### src/rtl/miss_cls_pkg.sv
package miss_cls_pkg;
  typedef enum logic [1:0] {
    CLS_HIT        = 2'b00,
    CLS_COMPULSORY = 2'b01,
    CLS_CAPACITY   = 2'b10,
    CLS_CONFLICT   = 2'b11
  } miss_cls_e;
endpackage

### src/rtl/lru_tag_store.sv
// Fully associative tag store with true LRU (age permutation) replacement.
module lru_tag_store #(
  parameter int ENTRIES = 4,
  parameter int KEY_W   = 6
) (
  input  logic             clk_i,
  input  logic             rst_ni,
  input  logic             clear_i,
  input  logic             access_i,
  input  logic [KEY_W-1:0] key_i,
  output logic             hit_o
);
  localparam int AGE_W = (ENTRIES > 1) ? $clog2(ENTRIES) : 1;

  logic [ENTRIES-1:0] vld_q;
  logic [KEY_W-1:0]   key_q [ENTRIES];
  logic [AGE_W-1:0]   age_q [ENTRIES];
  logic [ENTRIES-1:0] hit_vec;
  logic [AGE_W-1:0]   tgt;
  logic [AGE_W-1:0]   ref_age;
  logic               found;

  for (genvar i = 0; i < ENTRIES; i++) begin : g_cmp
    assign hit_vec[i] = vld_q[i] && (key_q[i] == key_i);
  end
  assign hit_o = |hit_vec;

  // target: hit way, else first empty way, else oldest way
  always_comb begin
    tgt   = '0;
    found = 1'b0;
    for (int i = 0; i < ENTRIES; i++)
      if (!found && hit_vec[i]) begin
        tgt   = AGE_W'(i);
        found = 1'b1;
      end
    for (int i = 0; i < ENTRIES; i++)
      if (!found && !vld_q[i]) begin
        tgt   = AGE_W'(i);
        found = 1'b1;
      end
    for (int i = 0; i < ENTRIES; i++)
      if (!found && (age_q[i] == AGE_W'(ENTRIES - 1))) begin
        tgt   = AGE_W'(i);
        found = 1'b1;
      end
  end

  assign ref_age = age_q[tgt];

  always_ff @(posedge clk_i or negedge rst_ni) begin
    if (!rst_ni) begin
      for (int i = 0; i < ENTRIES; i++) begin
        vld_q[i] <= 1'b0;
        key_q[i] <= '0;
        age_q[i] <= AGE_W'(i);
      end
    end else if (clear_i) begin
      for (int i = 0; i < ENTRIES; i++) begin
        vld_q[i] <= 1'b0;
        key_q[i] <= '0;
        age_q[i] <= AGE_W'(i);
      end
    end else if (access_i) begin
      for (int i = 0; i < ENTRIES; i++) begin
        if (AGE_W'(i) == tgt) begin
          vld_q[i] <= 1'b1;
          key_q[i] <= key_i;
          age_q[i] <= '0;
        end else if (age_q[i] < ref_age) begin
          age_q[i] <= age_q[i] + 1'b1;
        end
      end
    end
  end
endmodule

### src/rtl/set_assoc_model.sv
// Tag model of the real cache: one LRU store per set.
module set_assoc_model #(
  parameter int ADDR_W = 8,
  parameter int SETS   = 4,
  parameter int WAYS   = 4
) (
  input  logic              clk_i,
  input  logic              rst_ni,
  input  logic              clear_i,
  input  logic              access_i,
  input  logic [ADDR_W-1:0] addr_i,
  output logic              hit_o
);
  localparam int SET_W = (SETS > 1) ? $clog2(SETS) : 1;
  localparam int TAG_W = ADDR_W - SET_W;

  logic [SET_W-1:0] set_idx;
  logic [TAG_W-1:0] tag;
  logic [SETS-1:0]  set_hit;

  assign set_idx = addr_i[SET_W-1:0];
  assign tag     = addr_i[ADDR_W-1:SET_W];

  for (genvar s = 0; s < SETS; s++) begin : g_set
    lru_tag_store #(
      .ENTRIES(WAYS),
      .KEY_W  (TAG_W)
    ) u_set (
      .clk_i   (clk_i),
      .rst_ni  (rst_ni),
      .clear_i (clear_i),
      .access_i(access_i && (set_idx == SET_W'(s))),
      .key_i   (tag),
      .hit_o   (set_hit[s])
    );
  end

  assign hit_o = set_hit[set_idx];
endmodule

### src/rtl/first_touch_record.sv
module first_touch_record #(
  parameter int ADDR_W = 8
) (
  input  logic              clk_i,
  input  logic              rst_ni,
  input  logic              clear_i,
  input  logic              access_i,
  input  logic [ADDR_W-1:0] addr_i,
  output logic              seen_o
);
  localparam int DEPTH = 1 << ADDR_W;

  logic [DEPTH-1:0] seen_q;

  assign seen_o = seen_q[addr_i];

  always_ff @(posedge clk_i or negedge rst_ni) begin
    if (!rst_ni)       seen_q <= '0;
    else if (clear_i)  seen_q <= '0;
    else if (access_i) seen_q[addr_i] <= 1'b1;
  end
endmodule

### src/rtl/class_counters.sv
module class_counters #(
  parameter int CNT_W = 32
) (
  input  logic             clk_i,
  input  logic             rst_ni,
  input  logic             clear_i,
  input  logic             inc_vld_i,
  input  logic [1:0]       cls_i,
  output logic [CNT_W-1:0] cnt_hit_o,
  output logic [CNT_W-1:0] cnt_comp_o,
  output logic [CNT_W-1:0] cnt_cap_o,
  output logic [CNT_W-1:0] cnt_conf_o
);
  localparam int N_CLS = 4;

  logic [CNT_W-1:0] cnt_q [N_CLS];

  for (genvar k = 0; k < N_CLS; k++) begin : g_cnt
    always_ff @(posedge clk_i or negedge rst_ni) begin
      if (!rst_ni)      cnt_q[k] <= '0;
      else if (clear_i) cnt_q[k] <= '0;
      else if (inc_vld_i && (cls_i == 2'(k)) && (cnt_q[k] != '1))
        cnt_q[k] <= cnt_q[k] + 1'b1;
    end
  end

  assign cnt_hit_o  = cnt_q[0];
  assign cnt_comp_o = cnt_q[1];
  assign cnt_cap_o  = cnt_q[2];
  assign cnt_conf_o = cnt_q[3];
endmodule

### src/rtl/miss_classifier.sv
module miss_classifier
  import miss_cls_pkg::*;
#(
  parameter int ADDR_W   = 8,
  parameter int CAPACITY = 16,
  parameter int WAYS     = 4,
  parameter int CNT_W    = 32
) (
  input  logic              clk_i,
  input  logic              rst_ni,
  input  logic              clear_i,
  input  logic              req_valid_i,
  input  logic [ADDR_W-1:0] req_addr_i,
  output logic              cls_valid_o,
  output logic [1:0]        cls_o,
  output logic [CNT_W-1:0]  cnt_hit_o,
  output logic [CNT_W-1:0]  cnt_comp_o,
  output logic [CNT_W-1:0]  cnt_cap_o,
  output logic [CNT_W-1:0]  cnt_conf_o
);
  localparam int SETS = CAPACITY / WAYS;

  logic      access;
  logic      real_hit;
  logic      shadow_hit;
  logic      seen;
  miss_cls_e cls_d, cls_q;
  logic      vld_q;

  assign access = req_valid_i && !clear_i;

  set_assoc_model #(
    .ADDR_W(ADDR_W),
    .SETS  (SETS),
    .WAYS  (WAYS)
  ) u_real (
    .clk_i   (clk_i),
    .rst_ni  (rst_ni),
    .clear_i (clear_i),
    .access_i(access),
    .addr_i  (req_addr_i),
    .hit_o   (real_hit)
  );

  lru_tag_store #(
    .ENTRIES(CAPACITY),
    .KEY_W  (ADDR_W)
  ) u_shadow (
    .clk_i   (clk_i),
    .rst_ni  (rst_ni),
    .clear_i (clear_i),
    .access_i(access),
    .key_i   (req_addr_i),
    .hit_o   (shadow_hit)
  );

  first_touch_record #(
    .ADDR_W(ADDR_W)
  ) u_seen (
    .clk_i   (clk_i),
    .rst_ni  (rst_ni),
    .clear_i (clear_i),
    .access_i(access),
    .addr_i  (req_addr_i),
    .seen_o  (seen)
  );

  // first-touch test outranks the shadow lookup
  always_comb begin
    if (real_hit)        cls_d = CLS_HIT;
    else if (!seen)      cls_d = CLS_COMPULSORY;
    else if (shadow_hit) cls_d = CLS_CONFLICT;
    else                 cls_d = CLS_CAPACITY;
  end

  always_ff @(posedge clk_i or negedge rst_ni) begin
    if (!rst_ni) begin
      vld_q <= 1'b0;
      cls_q <= CLS_HIT;
    end else begin
      vld_q <= access;
      if (access) cls_q <= cls_d;
    end
  end

  assign cls_valid_o = vld_q;
  assign cls_o       = cls_q;

  class_counters #(
    .CNT_W(CNT_W)
  ) u_cnt (
    .clk_i     (clk_i),
    .rst_ni    (rst_ni),
    .clear_i   (clear_i),
    .inc_vld_i (access),
    .cls_i     (cls_d),
    .cnt_hit_o (cnt_hit_o),
    .cnt_comp_o(cnt_comp_o),
    .cnt_cap_o (cnt_cap_o),
    .cnt_conf_o(cnt_conf_o)
  );
endmodule

### config.mk
export PLATFORM = sky130hd
export DESIGN_NAME = miss_classifier
export DESIGN_NICKNAME = d
export VERILOG_FILES = /design/src/rtl/miss_cls_pkg.sv /design/src/rtl/lru_tag_store.sv /design/src/rtl/set_assoc_model.sv /design/src/rtl/first_touch_record.sv /design/src/rtl/class_counters.sv /design/src/rtl/miss_classifier.sv
export SDC_FILE = /design/constraint.sdc
export NUM_CORES = 2
export LEC_CHECK = 0
export BUFFER_PORTS_ARGS = -buffer_cell sky130_fd_sc_hd__buf_4
export CORE_ASPECT_RATIO = 1.2
export CORE_MARGIN = 3
export CORE_UTILIZATION = 60
export DETAILED_ROUTE_END_ITERATION = 8
export PLACE_DENSITY = 0.78
export SLEW_MARGIN = 5
export SYNTH_ARGS = -nofsm -noshare
export SYNTH_HDL_FRONTEND = slang
export SYNTH_SLANG_ARGS = --single-unit
### constraint.sdc
create_clock -name clk_i -period 7.6 [get_ports clk_i]
set_clock_uncertainty 0.1 [all_clocks]
set_input_delay 2.28 -clock clk_i [delete_from_list [all_inputs] [get_ports clk_i]]
set_output_delay 2.28 -clock clk_i [all_outputs]
set_load 0.005 [all_outputs]
# Word-level counts from Yosys, hierarchy flattened
# Index checks and enable logic that the tools add are counted.
# W data, S select, Z words.
# totals
regBits	739
out_inout_bits	131
# classes
n_mux	374
magnitude_cmp	40
reduce_logical	410
add_sub_neg	36
eq_ne	101
bitwise_logic	6
# ops
operator	n
$mux W256	2
$mux W4	88
$mux W128	2
$mux W32	8
$or A256 B256 Y256	1
$mux W24	8
$mux W8	24
$mux W2	82
$logic_and A1 B1 Y1	137
$mux W1	132
$add A32 B1 Y32 const B	4
$eq A8 B8 Y1	16
$mux W64	2
$ne A32 B32 Y1 const B	4
$reduce_and A2 Y1	64
$logic_not A1 Y1	124
$eq A6 B6 Y1	16
$mux W6	16
$reduce_bool A3 Y1	32
$reduce_bool A2 Y1	41
$add A4 B1 Y4 const B	16
$eq A4 B4 Y1 const B	16
$lt A4 B4 Y1	16
$eq A2 B2 Y1 const B	20
26 further kinds	96

# Depth between registers and ports, before layout
# logic_depth
ltp_word	153
depth_mapped	25

# By module
# A second synthesis with hierarchy kept.
# hier_totals
hier_cells	4462
hier_area_um2	42579.6
# by_module_without_submodules
mod	cells_per_inst	seq_area_each_um2	instances	area_each_um2
lru_tag_store (u_shadow)	1630	5245.0	1	14312.5
first_touch_record	1041	6406.1	1	11114.4
lru_tag_store (u_real.g_set[0].u_set ...)	247	905.9	4	2454.9
class_counters	789	3203.1	1	7141.8
miss_classifier	9	75.1	1	133.9
set_assoc_model	5	0.0	1	57.6

# Worst setup path before layout
# Ideal clock, no wire load.
# synth_timing
kind	input to register
from	input port req_addr_i[0]
to	register u_shadow.age_q[32] (netlist name)
required_time_ps	7416
n_path_buf	5
setup_time_ps	84
arrival_ps	7140
stages	21
path_slack_ps	276
cell_sequence	buf_4 > buf_6 > buf_4 > xnor2_1 > nand4_1 > nor3_1 > nor2_1 > and3_1 > o2111ai_2 > a22oi_2 > clkbuf_1 > clkbuf_1 > a21oi_1 > mux2_2 > a221oi_1 > o2111ai_1 > ha_1 > inv_1 > a2111oi_2 > nor4b_1 > a311o_1
# synth_between
elab_chain_cells	151
elab_cells_between_ends	231
classes_between	order compare (1); eq/ne (17); mux (100); bitwise (1); reduce/logical (112)
# synth_rtl
item	line	rtl
start, declared	miss_classifier.sv:13	input logic [ADDR_W-1:0] req_addr_i,
$eq A8 B8 Y1	lru_tag_store.sv:24	assign hit_vec[i] = vld_q[i] && (key_q[i] == key_i);
$logic_and A1 B1 Y1	lru_tag_store.sv:24	
$mux W1	lru_tag_store.sv:33	if (!found && hit_vec[i]) begin
$logic_not A1 Y1	lru_tag_store.sv:33	
$logic_and A1 B1 Y1	lru_tag_store.sv:33	
$mux W1	lru_tag_store.sv:33	
$logic_not A1 Y1	lru_tag_store.sv:33	
$logic_and A1 B1 Y1	lru_tag_store.sv:33	
[134 not listed]	n/a	
$logic_and A1 B1 Y1	lru_tag_store.sv:43	if (!found && (age_q[i] == AGE_W'(ENTRIES - 1))) begin
$mux W4 (*)	lru_tag_store.sv:43	
$not A4 Y5 (implied by the code)	lru_tag_store.sv:49	assign ref_age = age_q[tgt];
$bmux W4 S4	lru_tag_store.sv:49	
$mux W4 (implied by the code) (2 in series)	lru_tag_store.sv:49	
$lt A4 B4 Y1	lru_tag_store.sv:70	end else if (age_q[i] < ref_age) begin
$reduce_bool A3 Y1 (no line)	n/a	
$reduce_and A2 Y1 (no line)	n/a	
end signal, assigned by index	lru_tag_store.sv:56	age_q[i] <= AGE_W'(i);
end signal, assigned by index	lru_tag_store.sv:62	age_q[i] <= AGE_W'(i);
end signal, assigned by index	lru_tag_store.sv:71	age_q[i] <= age_q[i] + 1'b1;
end, declared	lru_tag_store.sv:17	logic [AGE_W-1:0] age_q [ENTRIES];
# Mark *: on every way between the ends. The rest lies on a longest branch, timed or not. The select of a mux whose other input is x is not followed.
# A chain may end at the register's enable or synchronous reset.

# Final worst setup path
# layout_timing
from	input port req_addr_i[7]
to	register u_shadow.age_q[59] (netlist name)
# The elaborated chain is that of the path after synthesis.

==> metrics.txt <==
status finished, final reports clean; total gr overflow 0; RSZ-0062 raised after global routing no; R2R depth 18; vias in the first global route between 30000 and 40000; TNS Setup 0 ns; final worst slack about 0.44 ns; multi-input logic area 19400 um^2; Distinct cells, synth 101; register area share after synthesis a little under half; WL/cell 21.8 um; post-synth net total between 3000 and 4000; IO Pins 143; EDFF count, synth 0; CTS Root Cell clkbuf_16; Synth Instances 3795; port bufs 142; startpoint types input pin; Setup Viol. Count Final 0; hold depth 1; sequence of cells on the critical path buf_4, buf_4, xnor2_1, nand3_1, or3_1, a2111oi_0, nand4_1, o211ai_2, a211oi_4, buf_4, nand2_1, nor2_1, a22oi_1, o21ai_0, a221oi_1, o2111ai_1, buf_4, ha_1, inv_1, a2111oi_1, or4_1, o211ai_1; syn_area_per_cell just over 10 um^2; clk_lat worst skew 0.64 ns; worst slack, placed -0.222 ns; Die W between 200 and 250 um; CORE AREA 64700 um^2; H-tree depth 3; fmax 140 MHz; TritonCTS Buffers between 70 and 80; Final nets 4028; initial antenna violation count 3; Pwr Density 230 nW/um^2; design area 44200 um^2; drt drc 0; Hold-fix buffers, CTS 0; Worst EP arrival 7.54 ns; WL final 105 mm; CTS tree done; drt pass-1 iters 5; first-pass GRT wire length 169 mm; worst hold path class reg2reg; antenna viol nets, final 0; via count about 31000; share of layout cells above drive strength 1 between 10% and 20%; minimum clock period 7.16 ns; Worst slew margin a little over a fifth; Post-DP Area 41500 um^2; fill count roughly 4800; hold violation total from the final report 0; CP delay by family, top compound AO/OA/AOI/OAI gates; required time of the critical path between 7 and 8 ns; number of cells on the critical path 22; Pleak 19.4 nW; clock-pin slew on the worst setup and hold paths 0.06 ns; cell area after synthesis 39400 um^2; Critical Path Max Stage Delay between 0.5 and 0.6 ns; Clock Sinks 739; routability congestion estimate 0.941; initial core utilization 60.8%; crit path kind in2reg; Clock Path Buffers 3; DP HPWL 68.1 mm; ys async rst share 100%; largest net degree at the start of global routing 185; register area 18600 um^2; CP Capture Type flip-flop; Warnings, synthesis 0; slew at the pin closest to its max-slew limit around 1.2 ns; Seq cells post-synth 739; Most Frequent Cell on Critical Path buf_4; Critical Path Fanout Max 29; area grow syn2layout 12.2%; Via density 6.41; Cell Rows between 100 and 150; dominant synthesized flop cell dfrtp_1; DIE AREA about 69000 um^2; WP buf/inv 5; Peak supply drop 0.251 mV; slowest CP cell a2111oi_0; Max Cap Viol 0; DRT iter0 DRCs 2647; total track usage a little under a third; ratio of final minimum period to clock period 94.3%; max-slew violation count 0; die height approximately 290 um
[state kept, by name (all words and copies together), names as in the netlist]
signal / cells
u_real.g_set.u_set.vld_q: 16
u_cnt.cnt_comp_o: 32
cls_valid_o: 1
u_cnt.cnt_cap_o: 32
u_seen.seen_q: 256
u_cnt.cnt_conf_o: 32
u_shadow.vld_q: 16
u_cnt.cnt_hit_o: 32
cls_o: 2
u_real.g_set.u_set.age_q: 32
u_shadow.key_q: 128
u_shadow.age_q: 64
u_real.g_set.u_set.key_q: 96
[cell families after synthesis]
group / after synthesis / share of synthesized area, %
buf+inv: 332 / 3.59
mux: 223 / 8.47
compound gates: 819 / 15.1
simple gates: 1248 / 15.1
flops: 739 / 47.1
xor+xnor: 334 / 7.43
fa+ha+maj: 100 / 3.18
[synthesized netlist by cell type (5+ instances only)]
library cell / count / area (um^2)
mux2i_1: 118 / 1180
nor4_1: 47 / 294
inv_1: 102 / 383
o22ai_1: 16 / 100
nor2b_1: 27 / 169
o31ai_1: 22 / 165
clkbuf_1: 170 / 638
mux2_2: 16 / 180
o211ai_1: 13 / 97.6
a21o_1: 15 / 113
a211oi_1: 19 / 143
buf_2: 15 / 75.1
and2_1: 13 / 81.3
nand2b_1: 23 / 144
a31oi_1: 18 / 113
o2bb2ai_1: 260 / 2280
a311o_1: 6 / 60.1
buf_6: 13 / 146
and3_1: 38 / 238
a22o_1: 49 / 429
a21oi_1: 138 / 691
o21a_1: 6 / 45.0
buf_1: 17 / 63.8
nand2_1: 316 / 1190
o311ai_0: 9 / 78.8
or2_2: 16 / 100
nand3_1: 142 / 711
buf_4: 13 / 97.6
xnor2_1: 180 / 1580
and4_1: 14 / 123
dfrtp_1: 691 / 17300
or3_1: 43 / 269
o21ai_1: 7 / 35.0
ha_1: 100 / 1250
o21ai_0: 165 / 826
nor3_2: 5 / 50.1
nand4_1: 81 / 507
nor3_1: 72 / 360
xor2_1: 154 / 1350
dfstp_2: 48 / 1260
nor2_1: 377 / 1420
mux4_2: 86 / 1940
[metal layers]
metal / global-route usage (%) / wire (um) / up-vias
met5: 0 / 0 / -
met4: 15.0 / 5010 / 0
met3: 4.06 / 5860 / 302
met2: 50.5 / 51100 / 1110
met1: 40.2 / 43000 / 15421
li1: - / - / 14019
[cell usage in the layout, fill, tap and decap left out, types with 23 or more instances in the layout]
cell	count
dfrtp_1	691
clkbuf_16	77
nor2_1	376
or3_1	43
and3_1	38
nand2_1	316
nor3_1	72
nand3_1	142
mux4_2	86
a22o_1	49
xor2_1	154
nor2b_1	27
o21ai_0	165
nand2b_1	23
a21oi_1	138
inv_1	101
xnor2_1	180
nand4_1	81
nor4_1	47
o2bb2ai_1	260
mux2i_1	118
buf_4	260
dfstp_2	48
ha_1	100
[where the power goes]
group,switching [mW],internal (mW),leakage (nW)
sequential,0.273,4.20,10.1
combinational,1.05,0.712,8.07
clock,1.63,2.27,1.28
total,2.96,7.18,19.4
[worst paths after layout]
path / start / to / slack (ns)
max in group asynchronous: rst_ni / u_cnt.cnt_hit_o[15]$_DFFE_PN0P_ / 4.40
max: req_addr_i[7] / u_shadow.age_q[59]$_DFFE_PN0P_ / 0.44
min: u_seen.seen_q[31]$_DFFE_PN0P_ / u_seen.seen_q[31]$_DFFE_PN0P_ / 0.38
min reg2reg: u_seen.seen_q[31]$_DFFE_PN0P_ / u_seen.seen_q[31]$_DFFE_PN0P_ / 0.38
min in group asynchronous: rst_ni / u_shadow.age_q[30]$_DFFE_PN0P_ / 1.54
max reg2reg: u_shadow.age_q[48]$_DFFE_PN1P_ / u_shadow.age_q[59]$_DFFE_PN0P_ / 1.91
[layout make-up]
cell class	instances	share of cell area, %
diodes	2	0.0113
well taps	832	2.36
repair buffers	271	4.88
inverters	104	0.901
multi-input cells	2724	43.9
flip-flops and latches	739	42.0
clock inverters	28	0.850
clock buffers	113	5.08
[worst register-to-register path: stages (launching register included)]
cell       delay (ns)
dfstp_2          0.59
ha_1             0.20
nand3_1          0.24
and4b_1          0.31
o221ai_1         0.24
o211ai_1         0.14
a211oi_1         0.32
nor4_1           0.12
a211oi_4         0.64
a21oi_1          0.16
mux2_2           0.28
a221oi_1         0.32
o2111ai_1        0.39
buf_4            0.31
ha_1             0.30
inv_1            0.04
a2111oi_1        0.54
or4_1            0.22
o211ai_1         0.09
[stage by stage]
step           utilization (%)  power, mW  hold slack, ns  instances
2_1_floorplan                -       5.70           0.349       3795
3_3_place_gp              64.1       6.21           0.363       4661
3_5_place_dp              64.1       6.26           0.367       4661
4_1_cts                   68.1       10.1           0.384       4802
5_1_grt                   68.3       10.6           0.395       4813
6_report                  68.3       10.1           0.381       4813
[repair_timing]
item	CTS	global route
setup buffers	0	9
gates resized for setup	0	0
endpoints found under the setup margin	0	2
Note: power is estimated with default switching activity, not from simulation.
